==> config.mk <==
export PLATFORM = sky130hd
export DESIGN_NAME = fp_max_reduce
export DESIGN_NICKNAME = d
export VERILOG_FILES = /design/src/rtl/fmr_pkg.sv /design/src/rtl/fmr_max2.sv /design/src/rtl/fmr_tree.sv /design/src/rtl/fp_max_reduce.sv
export SDC_FILE = /design/constraint.sdc
export NUM_CORES = 2
export LEC_CHECK = 0
export BUFFER_PORTS_ARGS = -buffer_cell sky130_fd_sc_hd__buf_2
export CAP_MARGIN = 20
export CORE_MARGIN = 10
export CORE_UTILIZATION = 40
export DETAILED_ROUTE_END_ITERATION = 10
export GPL_TIMING_DRIVEN = 1
export MAX_ROUTING_LAYER = met4
export PLACE_DENSITY = 0.67
export RECOVER_POWER = 50
export SLEW_MARGIN = 25
export SYNTH_ARGS = -nofsm -noshare
export SYNTH_HDL_FRONTEND = slang
export SYNTH_SLANG_ARGS = --single-unit
==> constraint.sdc <==
create_clock -name clk -period 18.94 [get_ports clk]
set_input_delay 0.947 -clock clk [delete_from_list [all_inputs] [get_ports clk]]
set_output_delay 0.947 -clock clk [all_outputs]
set_load 0.03 [all_outputs]
==> src/rtl/fmr_pkg.sv <==
package fmr_pkg;

    typedef enum logic [1:0] {
        SZ_RSVD   = 2'b00,
        SZ_HALF   = 2'b01,
        SZ_SINGLE = 2'b10,
        SZ_DOUBLE = 2'b11
    } lane_size_e;

    typedef struct packed {
        logic alt_mode;
        logic dnan_mode;
    } cmp_mode_t;

    typedef struct packed {
        logic [63:0] value;
        logic        illegal;
    } red_out_t;

    localparam int HALF_W   = 16;
    localparam int SINGLE_W = 32;
    localparam int DOUBLE_W = 64;

    // exponent field width for a lane width
    function automatic int exp_bits(input int w);
        if (w == HALF_W)   return 5;
        if (w == SINGLE_W) return 8;
        return 11;
    endfunction

endpackage

==> src/rtl/fmr_max2.sv <==
module fmr_max2
    import fmr_pkg::*;
#(
    parameter int W = 32,
    parameter int E = 8
) (
    input  logic [W-1:0] a_i,
    input  logic [W-1:0] b_i,
    input  cmp_mode_t    mode_i,
    output logic [W-1:0] y_o
);

    localparam int F = W - E - 1;
    localparam logic [W-1:0] QBIT = {{(E+1){1'b0}}, 1'b1, {(F-1){1'b0}}};
    localparam logic [W-1:0] DNAN = {1'b0, {E{1'b1}}, 1'b1, {(F-1){1'b0}}};

    typedef struct packed {
        logic nan;
        logic zero;
    } cls_t;

    function automatic cls_t classify(input logic [W-1:0] v);
        cls_t c;
        c.nan  = (&v[W-2:F]) && (|v[F-1:0]);
        c.zero = ~|v[W-2:0];
        return c;
    endfunction

    // maps sign-magnitude onto an unsigned total order
    function automatic logic [W-1:0] order_key(input logic [W-1:0] v);
        return v[W-1] ? ~v : {1'b1, v[W-2:0]};
    endfunction

    cls_t ca, cb;

    always_comb begin
        ca = classify(a_i);
        cb = classify(b_i);
        if (mode_i.alt_mode && (ca.nan || cb.nan || (ca.zero && cb.zero))) begin
            y_o = b_i;
        end else if (ca.nan || cb.nan) begin
            if (mode_i.dnan_mode)
                y_o = DNAN;
            else
                y_o = ca.nan ? (a_i | QBIT) : (b_i | QBIT);
        end else begin
            y_o = (order_key(a_i) >= order_key(b_i)) ? a_i : b_i;
        end
    end

endmodule

==> src/rtl/fmr_tree.sv <==
module fmr_tree
    import fmr_pkg::*;
#(
    parameter int W = 32,
    parameter int E = 8,
    parameter int N = 8
) (
    input  logic [N*W-1:0] lanes_i,
    input  logic [N-1:0]   act_i,
    input  cmp_mode_t      mode_i,
    output logic [W-1:0]   root_o
);

    localparam int L = $clog2(N);
    localparam logic [W-1:0] NEG_INF = {1'b1, {E{1'b1}}, {(W-E-1){1'b0}}};

    for (genvar l = 0; l <= L; l++) begin : g_lvl
        logic [(N>>l)*W-1:0] v;
        if (l == 0) begin : g_leaf
            for (genvar k = 0; k < N; k++) begin : g_mask
                assign v[k*W +: W] = act_i[k] ? lanes_i[k*W +: W] : NEG_INF;
            end
        end else begin : g_node
            for (genvar j = 0; j < (N >> l); j++) begin : g_pair
                fmr_max2 #(.W(W), .E(E)) u_cmp (
                    .a_i    (g_lvl[l-1].v[(2*j)*W +: W]),
                    .b_i    (g_lvl[l-1].v[(2*j+1)*W +: W]),
                    .mode_i (mode_i),
                    .y_o    (v[j*W +: W])
                );
            end
        end
    end

    assign root_o = g_lvl[L].v;

endmodule

==> src/rtl/fp_max_reduce.sv <==
module fp_max_reduce
    import fmr_pkg::*;
#(
    parameter int VEC_W = 256,
    parameter int OUT_W = 64
) (
    input  logic               clk,
    input  logic               rst,
    input  logic [VEC_W-1:0]   vec_i,
    input  logic [VEC_W/16-1:0] pred_i,
    input  logic [1:0]         size_i,
    input  logic               alt_i,
    input  logic               dnan_i,
    output logic [OUT_W-1:0]   result_o,
    output logic               illegal_o
);

    localparam int N_H = VEC_W / HALF_W;
    localparam int N_S = VEC_W / SINGLE_W;
    localparam int N_D = VEC_W / DOUBLE_W;
    localparam int E_H = exp_bits(HALF_W);
    localparam int E_S = exp_bits(SINGLE_W);
    localparam int E_D = exp_bits(DOUBLE_W);

    cmp_mode_t mode;
    assign mode = '{alt_mode: alt_i, dnan_mode: dnan_i};

    logic [HALF_W-1:0]   r_h;
    logic [SINGLE_W-1:0] r_s;
    logic [DOUBLE_W-1:0] r_d;

    fmr_tree #(.W(HALF_W), .E(E_H), .N(N_H)) u_half (
        .lanes_i (vec_i),
        .act_i   (pred_i[N_H-1:0]),
        .mode_i  (mode),
        .root_o  (r_h)
    );

    fmr_tree #(.W(SINGLE_W), .E(E_S), .N(N_S)) u_single (
        .lanes_i (vec_i),
        .act_i   (pred_i[N_S-1:0]),
        .mode_i  (mode),
        .root_o  (r_s)
    );

    fmr_tree #(.W(DOUBLE_W), .E(E_D), .N(N_D)) u_double (
        .lanes_i (vec_i),
        .act_i   (pred_i[N_D-1:0]),
        .mode_i  (mode),
        .root_o  (r_d)
    );

    red_out_t nxt;

    always_comb begin
        nxt = '0;
        unique case (lane_size_e'(size_i))
            SZ_HALF:   nxt.value = 64'(r_h);
            SZ_SINGLE: nxt.value = 64'(r_s);
            SZ_DOUBLE: nxt.value = r_d;
            default:   nxt.illegal = 1'b1;
        endcase
    end

    always_ff @(posedge clk) begin
        if (rst) begin
            result_o  <= '0;
            illegal_o <= 1'b0;
        end else begin
            result_o  <= OUT_W'(nxt.value);
            illegal_o <= nxt.illegal;
        end
    end

    // reserved size code flags and zeroes the result
    a_r3_reserved_flag: assert property (@(posedge clk) disable iff (rst)
        (size_i == 2'b00) |=> (illegal_o && result_o == '0));

    // legal codes never flag
    a_r3_legal_clear: assert property (@(posedge clk) disable iff (rst)
        (size_i != 2'b00) |=> !illegal_o);

    // half result is zero-extended
    a_r1_half_zero_ext: assert property (@(posedge clk) disable iff (rst)
        (size_i == 2'b01) |=> (result_o[OUT_W-1:HALF_W] == '0));

    // no active single lane yields negative infinity
    a_r2_none_active: assert property (@(posedge clk) disable iff (rst)
        (size_i == 2'b10 && pred_i[N_S-1:0] == '0) |=> (result_o == OUT_W'(32'hFF80_0000)));

    // propagated double NaN is quiet
    a_r5_quiet_nan: assert property (@(posedge clk) disable iff (rst)
        (size_i == 2'b11 && !alt_i && !dnan_i) |=>
        (result_o[62:52] != 11'h7FF || result_o[51:0] == '0 || result_o[51]));

    // double NaN output is the default encoding
    a_r6_default_nan: assert property (@(posedge clk) disable iff (rst)
        (size_i == 2'b11 && !alt_i && dnan_i) |=>
        (result_o[62:52] != 11'h7FF || result_o[51:0] == '0 ||
         result_o == 64'h7FF8_0000_0000_0000));

    // reset clears the registered outputs
    a_r10_reset_clear: assert property (@(posedge clk)
        rst |=> (result_o == '0 && !illegal_o));

endmodule

**After elaboration in Yosys (flattened, before gate mapping)**

Index checks and enable logic that the tools add are counted.
Widths: inputs -> output; s select.

- Register bits: 65
- Input bits: 278
- Output and inout port bits: 65
- Word-level logic and storage cells: 636

- Order comparisons: 25
- Equal/unequal tests: 3
- Mux-type cells: 205
- Bitwise logic cells: 50
- Reductions and logical operators: 351

Operator list:

| cell | number |
|---|---|
| $mux 16 | 121 |
| $mux 32 | 57 |
| $mux 64 | 25 |
| $not 16->16 | 30 |
| $reduce_or 15->1 | 30 |
| $not 32->32 | 14 |
| $reduce_or 31->1 | 14 |
| $not 64->64 | 6 |
| $reduce_or 63->1 | 6 |
| $reduce_or 23->1 | 14 |
| $reduce_or 52->1 | 6 |
| $reduce_or 10->1 | 30 |
| $ge 16x16->1 | 15 |
| $ge 32x32->1 | 7 |
| $ge 64x64->1 | 3 |
| $pmux 64 s3 | 1 |
| $reduce_and 5->1 | 30 |
| $reduce_and 8->1 | 14 |
| $logic_and 1x1->1 | 100 |
| $reduce_and 11->1 | 6 |
| $logic_not 1->1 | 50 |
| $logic_or 1x1->1 | 50 |
| $eq 2x2->1 const B | 2 |
| $reduce_or 3->1 | 1 |
| other kinds (2) | 2 |

**Depth between registers and ports, before layout**

- Depth after elaboration: 26
- Mapped depth: 80
- Mapped depth without buffers: 67

**Hierarchy**

From an unflattened synthesis, not the netlist that was laid out.

- Cells, all modules: 6,316
- Area, all modules: 49,593.8 µm²

Modules (own cells, without submodules):

| module | instances | cells each | area each (µm²) | seq. area each (µm²) |
|---|---|---|---|---|
| fmr_max2 (u_half.g_lvl[1].g_node.g_pair[0].u_cmp ...) | 15 | 126 | 996.0 | 0.0 |
| fmr_max2 (u_double.g_lvl[1].g_node.g_pair[0].u_cmp ...) | 3 | 569 | 4,524.3 | 0.0 |
| fmr_max2 (u_single.g_lvl[1].g_node.g_pair[3].u_cmp ...) | 4 | 240 | 1,901.8 | 0.0 |
| fmr_max2 (u_single.g_lvl[1].g_node.g_pair[0].u_cmp ...) | 2 | 246 | 1,936.9 | 0.0 |
| fmr_tree (u_double ...) | 2 | 280 | 1,741.7 | 0.0 |
| fp_max_reduce | 1 | 197 | 2,243.4 | 1,301.2 |
| fmr_tree (u_half) | 1 | 272 | 1,941.9 | 0.0 |
| fmr_max2 (u_single.g_lvl[1].g_node.g_pair[2].u_cmp) | 1 | 238 | 1,931.9 | 0.0 |

**Worst setup path before layout**

OpenSTA, ideal clock, no wires.

- Kind: input -> register
- From: input port pred_i[1]
- To: register result_o[7]
- Library setup time: 86 ps
- Data arrival time: 15,862 ps
- Data required time: 18,854 ps
- Slack: 2,991 ps
- Cell stages on the path: 76
- Path buffers: 14
- Cell sequence: clkbuf_1 -> clkbuf_1 -> buf_1 -> buf_1 -> clkbuf_1 -> clkbuf_1 -> buf_1 -> clkbuf_1 -> buf_1 -> nand2_1 -> ha_1 -> nand4_1 -> o221ai_1 -> a31oi_1 -> nor2b_1 -> a22o_1 -> buf_6 -> clkbuf_1 -> (+40 left out) -> nor2b_1 -> o21ai_0 -> nand2b_1 -> a21o_1 -> a21oi_1 -> nor2b_1 -> o21ai_0 -> nand2b_1 -> a21o_1 -> a21o_1 -> a21o_1 -> a21o_1 -> a21o_1 -> a21o_1 -> a2111oi_2 -> nor2b_1 -> a2111oi_0 -> a211oi_1

- Longest elaborated chain between the ends: 26
- Elaborated cells on any way between the ends: 157
- Those cells by class: order compare: 9; mux: 58; bitwise: 9; reduce/logical: 81

Ends and longest elaborated chain:

| element | RTL line | text |
|---|---|---|
| from (decl) | fp_max_reduce.sv:10 | `input logic [VEC_W/16-1:0] pred_i,` |
| $mux 16 | fmr_tree.sv:21 | `assign v[k*W +: W] = act_i[k] ? lanes_i[k*W +: W] : NEG_INF;` |
| $not 16->16 (tied with other cells) | fmr_max2.sv:31 | `return v[W-1] ? ~v : {1'b1, v[W-2:0]};` |
| $mux 16 (tied with other cells) | fmr_max2.sv:31 |  |
| $ge 16x16->1 (tied with other cells) | fmr_max2.sv:47 | `y_o = (order_key(a_i) >= order_key(b_i)) ? a_i : b_i;` |
| $mux 16 / $logic_or 1x1->1 (equally long branches) | fmr_max2.sv:47, fmr_max2.sv:39 |  |
| $mux 16 / $logic_and 1x1->1 (equally long branches) | fmr_max2.sv:41, fmr_max2.sv:39 |  |
| $mux 16 | fmr_max2.sv:39 | `if (mode_i.alt_mode && (ca.nan \|\| cb.nan \|\| (ca.zero && cb.zero))) begin` |
| $not 16->16 (tied with other cells) | fmr_max2.sv:31 |  |
| (+10 left out) | n/a |  |
| $mux 16 | fmr_max2.sv:39 |  |
| $not 16->16 (tied with other cells) | fmr_max2.sv:31 |  |
| $mux 16 (tied with other cells) | fmr_max2.sv:31 |  |
| $ge 16x16->1 (tied with other cells) | fmr_max2.sv:47 |  |
| $mux 16 (tied with other cells) | fmr_max2.sv:47 |  |
| $mux 16 / $logic_and 1x1->1 (equally long branches) | fmr_max2.sv:41, fmr_max2.sv:39 |  |
| $mux 16 | fmr_max2.sv:39 |  |
| $pmux 64 s3 (*) | fp_max_reduce.sv:57 | `unique case (lane_size_e'(size_i))` |
| to (signal assigned) | fp_max_reduce.sv:70 | `result_o <= OUT_W'(nxt.value);` |
| to (decl) | fp_max_reduce.sv:14 | `output logic [OUT_W-1:0] result_o,` |

Mark *: on every way between the ends. The rest lies on a longest branch, timed or not.
A chain may end at the register's enable or synchronous reset.

**Worst setup path in the final report**

Same ends and word-level chain as after synthesis.

==> metrics.md <==
| Metric | Value |
|---|---|
| Status | `finished, violations left` |
| Failing checks | `capacitance limit, slew limit` |
| Total Wirelength | `324 mm` |
| Worst stage delay on the critical path | `about 900 ps` |
| Yosys warnings | `0` |
| Area Overhead vs Synth | `6.15%` |
| Number of clock sinks | `between 60 and 70` |
| Critical Path Fanout Max | `69` |
| Area leader, netlist | `ha_1` |
| PD cells | `107 nW/um2` |
| Core footprint | `129000 um2` |
| Worst slack at placement | `2810 ps` |
| Remaining DRCs | `0` |
| Vias in the first global route | `about 61000` |
| Initial core utilization | `40.2%` |
| Share of cells above drive strength 1 | `8.65%` |
| Mapped cell area | `approximately 52000 um2` |
| Dpl hpwl | `247 mm` |
| Commonest non-fill, non-tap cell in the layout | `nand2_1` |
| Port bufs | `342` |
| Synth top area cells | `ha_1, xnor2_1, nand2_1` |
| Static leakage | `22.6 nW` |
| Post-CTS sizing | `0` |
| Switch Pwr | `0.00360 W` |
| CP most frequent cell | `a21o_1` |
| Crit path capture type | `flip-flop` |
| Postcts setup bufs | `0` |
| Max H-tree Level | `3` |
| Final setup violation count | `0` |
| First-pass GRT wire length | `between 400 and 500 mm` |
| Post-synth EDFFs | `0` |
| Syn Area/Cell | `~6.8 um2` |
| Worst Path Arrival | `16220 ps` |
| Fmax | `63.0 MHz` |
| Switching share of total power | `between 60% and 70%` |
| Worst VDD drop | `0.110 mV` |
| Fin crit period | `15880 ps` |
| Final Hold Viols | `0` |
| Max clock buf depth | `2` |
| Initial drt markers | `10400` |
| Post-route ant nets | `0` |
| Nets | `about 8500` |
| RePlAce Congestion | `1.12` |
| Worst slew pin tran | `1580 ps` |
| Int Power | `0.00234 W` |
| Die W | `381 um` |
| Fin crit share | `83.9%` |
| Synth top area share | `15.6%` |
| Hold_ws | `approximately 830 ps` |
| Total Power | `just under 0.006 W` |
| Post-Synthesis Cells | `7705` |
| Pins Over Slew Limit | `28` |
| Synth Flop Type | `dfxtp_1` |
| Part of the power in combinational logic | `94.1%` |
| Vias | `65200` |
| Via-per-instance ratio | `7.01` |
| Post-synth cell types | `124` |
| #FFs+latches synth | `65` |
| Max transition margin | `-5.10%` |
| Setup TNS | `0 ps` |
| # hold bufs at CTS | `0` |
| Post-synthesis sequential area ratio | `2.50%` |
| Req. time, crit path | `just under 20000 ps` |
| CP Launch Type | `primary input` |
| Final Worst Setup Slack | `between 3000 and 4000 ps` |
| RSZ-0062 raised after global routing | `no` |
| Slowest CP cell | `a2111oi_2` |
| Num rows | `132` |
| Max-cap violations | `1` |
| Gr usage total | `43.1%` |
| Drt pass-1 iters | `9` |
| Clock power frac | `3.1%` |
| TritonCTS buffer count | `9` |
| Pin count of the biggest net entering global routing | `approximately 120` |
| Die Span Y | `381 um` |
| Routed len/inst | `34.8 um` |
| Seq pwr share | `2.8%` |
| Post-Syn Nets | `8631` |
| Die ar. | `roughly 150000 um2` |
| Initial antenna violation count | `15` |
| I/O Pins | `343` |
| CTS tree | `done` |
| Most used cells in the layout excluding fill and tap cells | `nand2_1, xnor2_1, ha_1, nor2_1, a21oi_1` |
| Asr flop ratio synth | `0%` |
| Path type of the worst setup path | `in -> reg` |
| GRT overflow | `0` |
| Clock transition at the registers of the reported paths | `roughly 60 ps` |
| Hold WC Path Type | `in -> reg` |
| CTS root buffer | `clkbuf_16` |
[final cells by class]
cell class                      instances  area (um2)
Antenna cell                           14        35.0
Clock buffer                           11         233
Clock inverter                          5        56.3
Fill cell                           13800       74200
Inverter                              113         427
Multi-Input combinational cell       6819       47900
Sequential cell                        65        1300
Tap cell                             1742        2180
Timing Repair Buffer                  536        3150
[power groups by stage]
stage	logic [W]	clock network, W	registers (W)
floorplan	0.00374	0	0.000218
global placement	0.00534	0	0.000171
detailed placement	0.00537	0	0.000171
CTS	0.00540	0.000189	0.000169
global route	0.00602	0.000190	0.000171
finish	0.00558	0.000182	0.000169
[sequential cells by signal, indices dropped and copies added (netlist names)]
register   count
illegal_o      1
result_o      64
[Yosys cell counts, types with 22 or more instances]
library cell,count
o21ai_0,315
buf_2,50
o22ai_1,118
a21boi_0,24
a221o_1,34
a31oi_1,80
a221oi_1,71
inv_1,105
o32ai_1,38
nand3_1,257
or2_2,30
nand4_1,156
and4_1,32
and3_1,62
nor3_1,135
ha_1,648
nand2_1,987
o21ai_1,31
a211o_1,22
nor4_1,103
or4_1,40
a21oi_1,398
xor2_1,366
a21o_1,182
buf_1,144
a32oi_1,25
o21a_1,57
or3_1,52
nor2_1,501
o211ai_1,66
mux2i_1,102
o31ai_1,41
a211oi_1,101
and2_1,282
nor2b_1,51
a22oi_1,141
nand2b_1,96
dfxtp_1,65
xnor2_1,658
clkbuf_1,504
o2bb2ai_1,31
a22o_1,88
[per-stage QoR]
| stage | cells | util [%] | area, um2 |
|---|---|---|---|
| 6_report | 9305 | 42.7 | 55300 |
| 5_1_grt | 9298 | 42.7 | 55300 |
| 4_1_cts | 9290 | 42.7 | 55300 |
| 3_5_place_dp | 9274 | 42.5 | 55000 |
| 3_3_place_gp | 9274 | 42.5 | 55000 |
| 2_1_floorplan | 7705 | - | 52100 |
[per-layer routing]
metal / share of wire (%) / global-route usage (%)
met2: 40 / 61.0
met3: 13 / 13.1
met4: 10 / 34.3
met1: 37 / 49.9
met5: 0 / -
[kinds of logic (layout without fill, tap and decap cells)]
kind of cell	Yosys count	after routing	share of synthesized area (%)
and+or+nand+nor	2874	2874	27.2
muxes	112	112	2.18
DFF	65	65	2.50
other	0	14	0
adders and majority gates	653	653	15.7
buffers and inverters	821	665	6.14
AOI/OAI and AO/OA	2156	2156	29.1
xor gates and xnor gates	1024	1024	17.2
[critical path: cells and delay by family]
kind,cells,cell delay (ps)
xor+xnor,3,450
fa+ha+maj,4,1240
compound gates,42,9850
buf+inv,4,1690
simple gates,14,1960
[path summary, 6_finish.rpt]
| path | startpoint | endpoint | slack (ps) | cells after the start |
|---|---|---|---|---|
| setup / recovery | pred_i[1] | result_o[7] | 3060 | 67 |
| hold / removal | rst | illegal_o | 830 | 2 |
No activity file was read; power rests on OpenSTA's default activity.
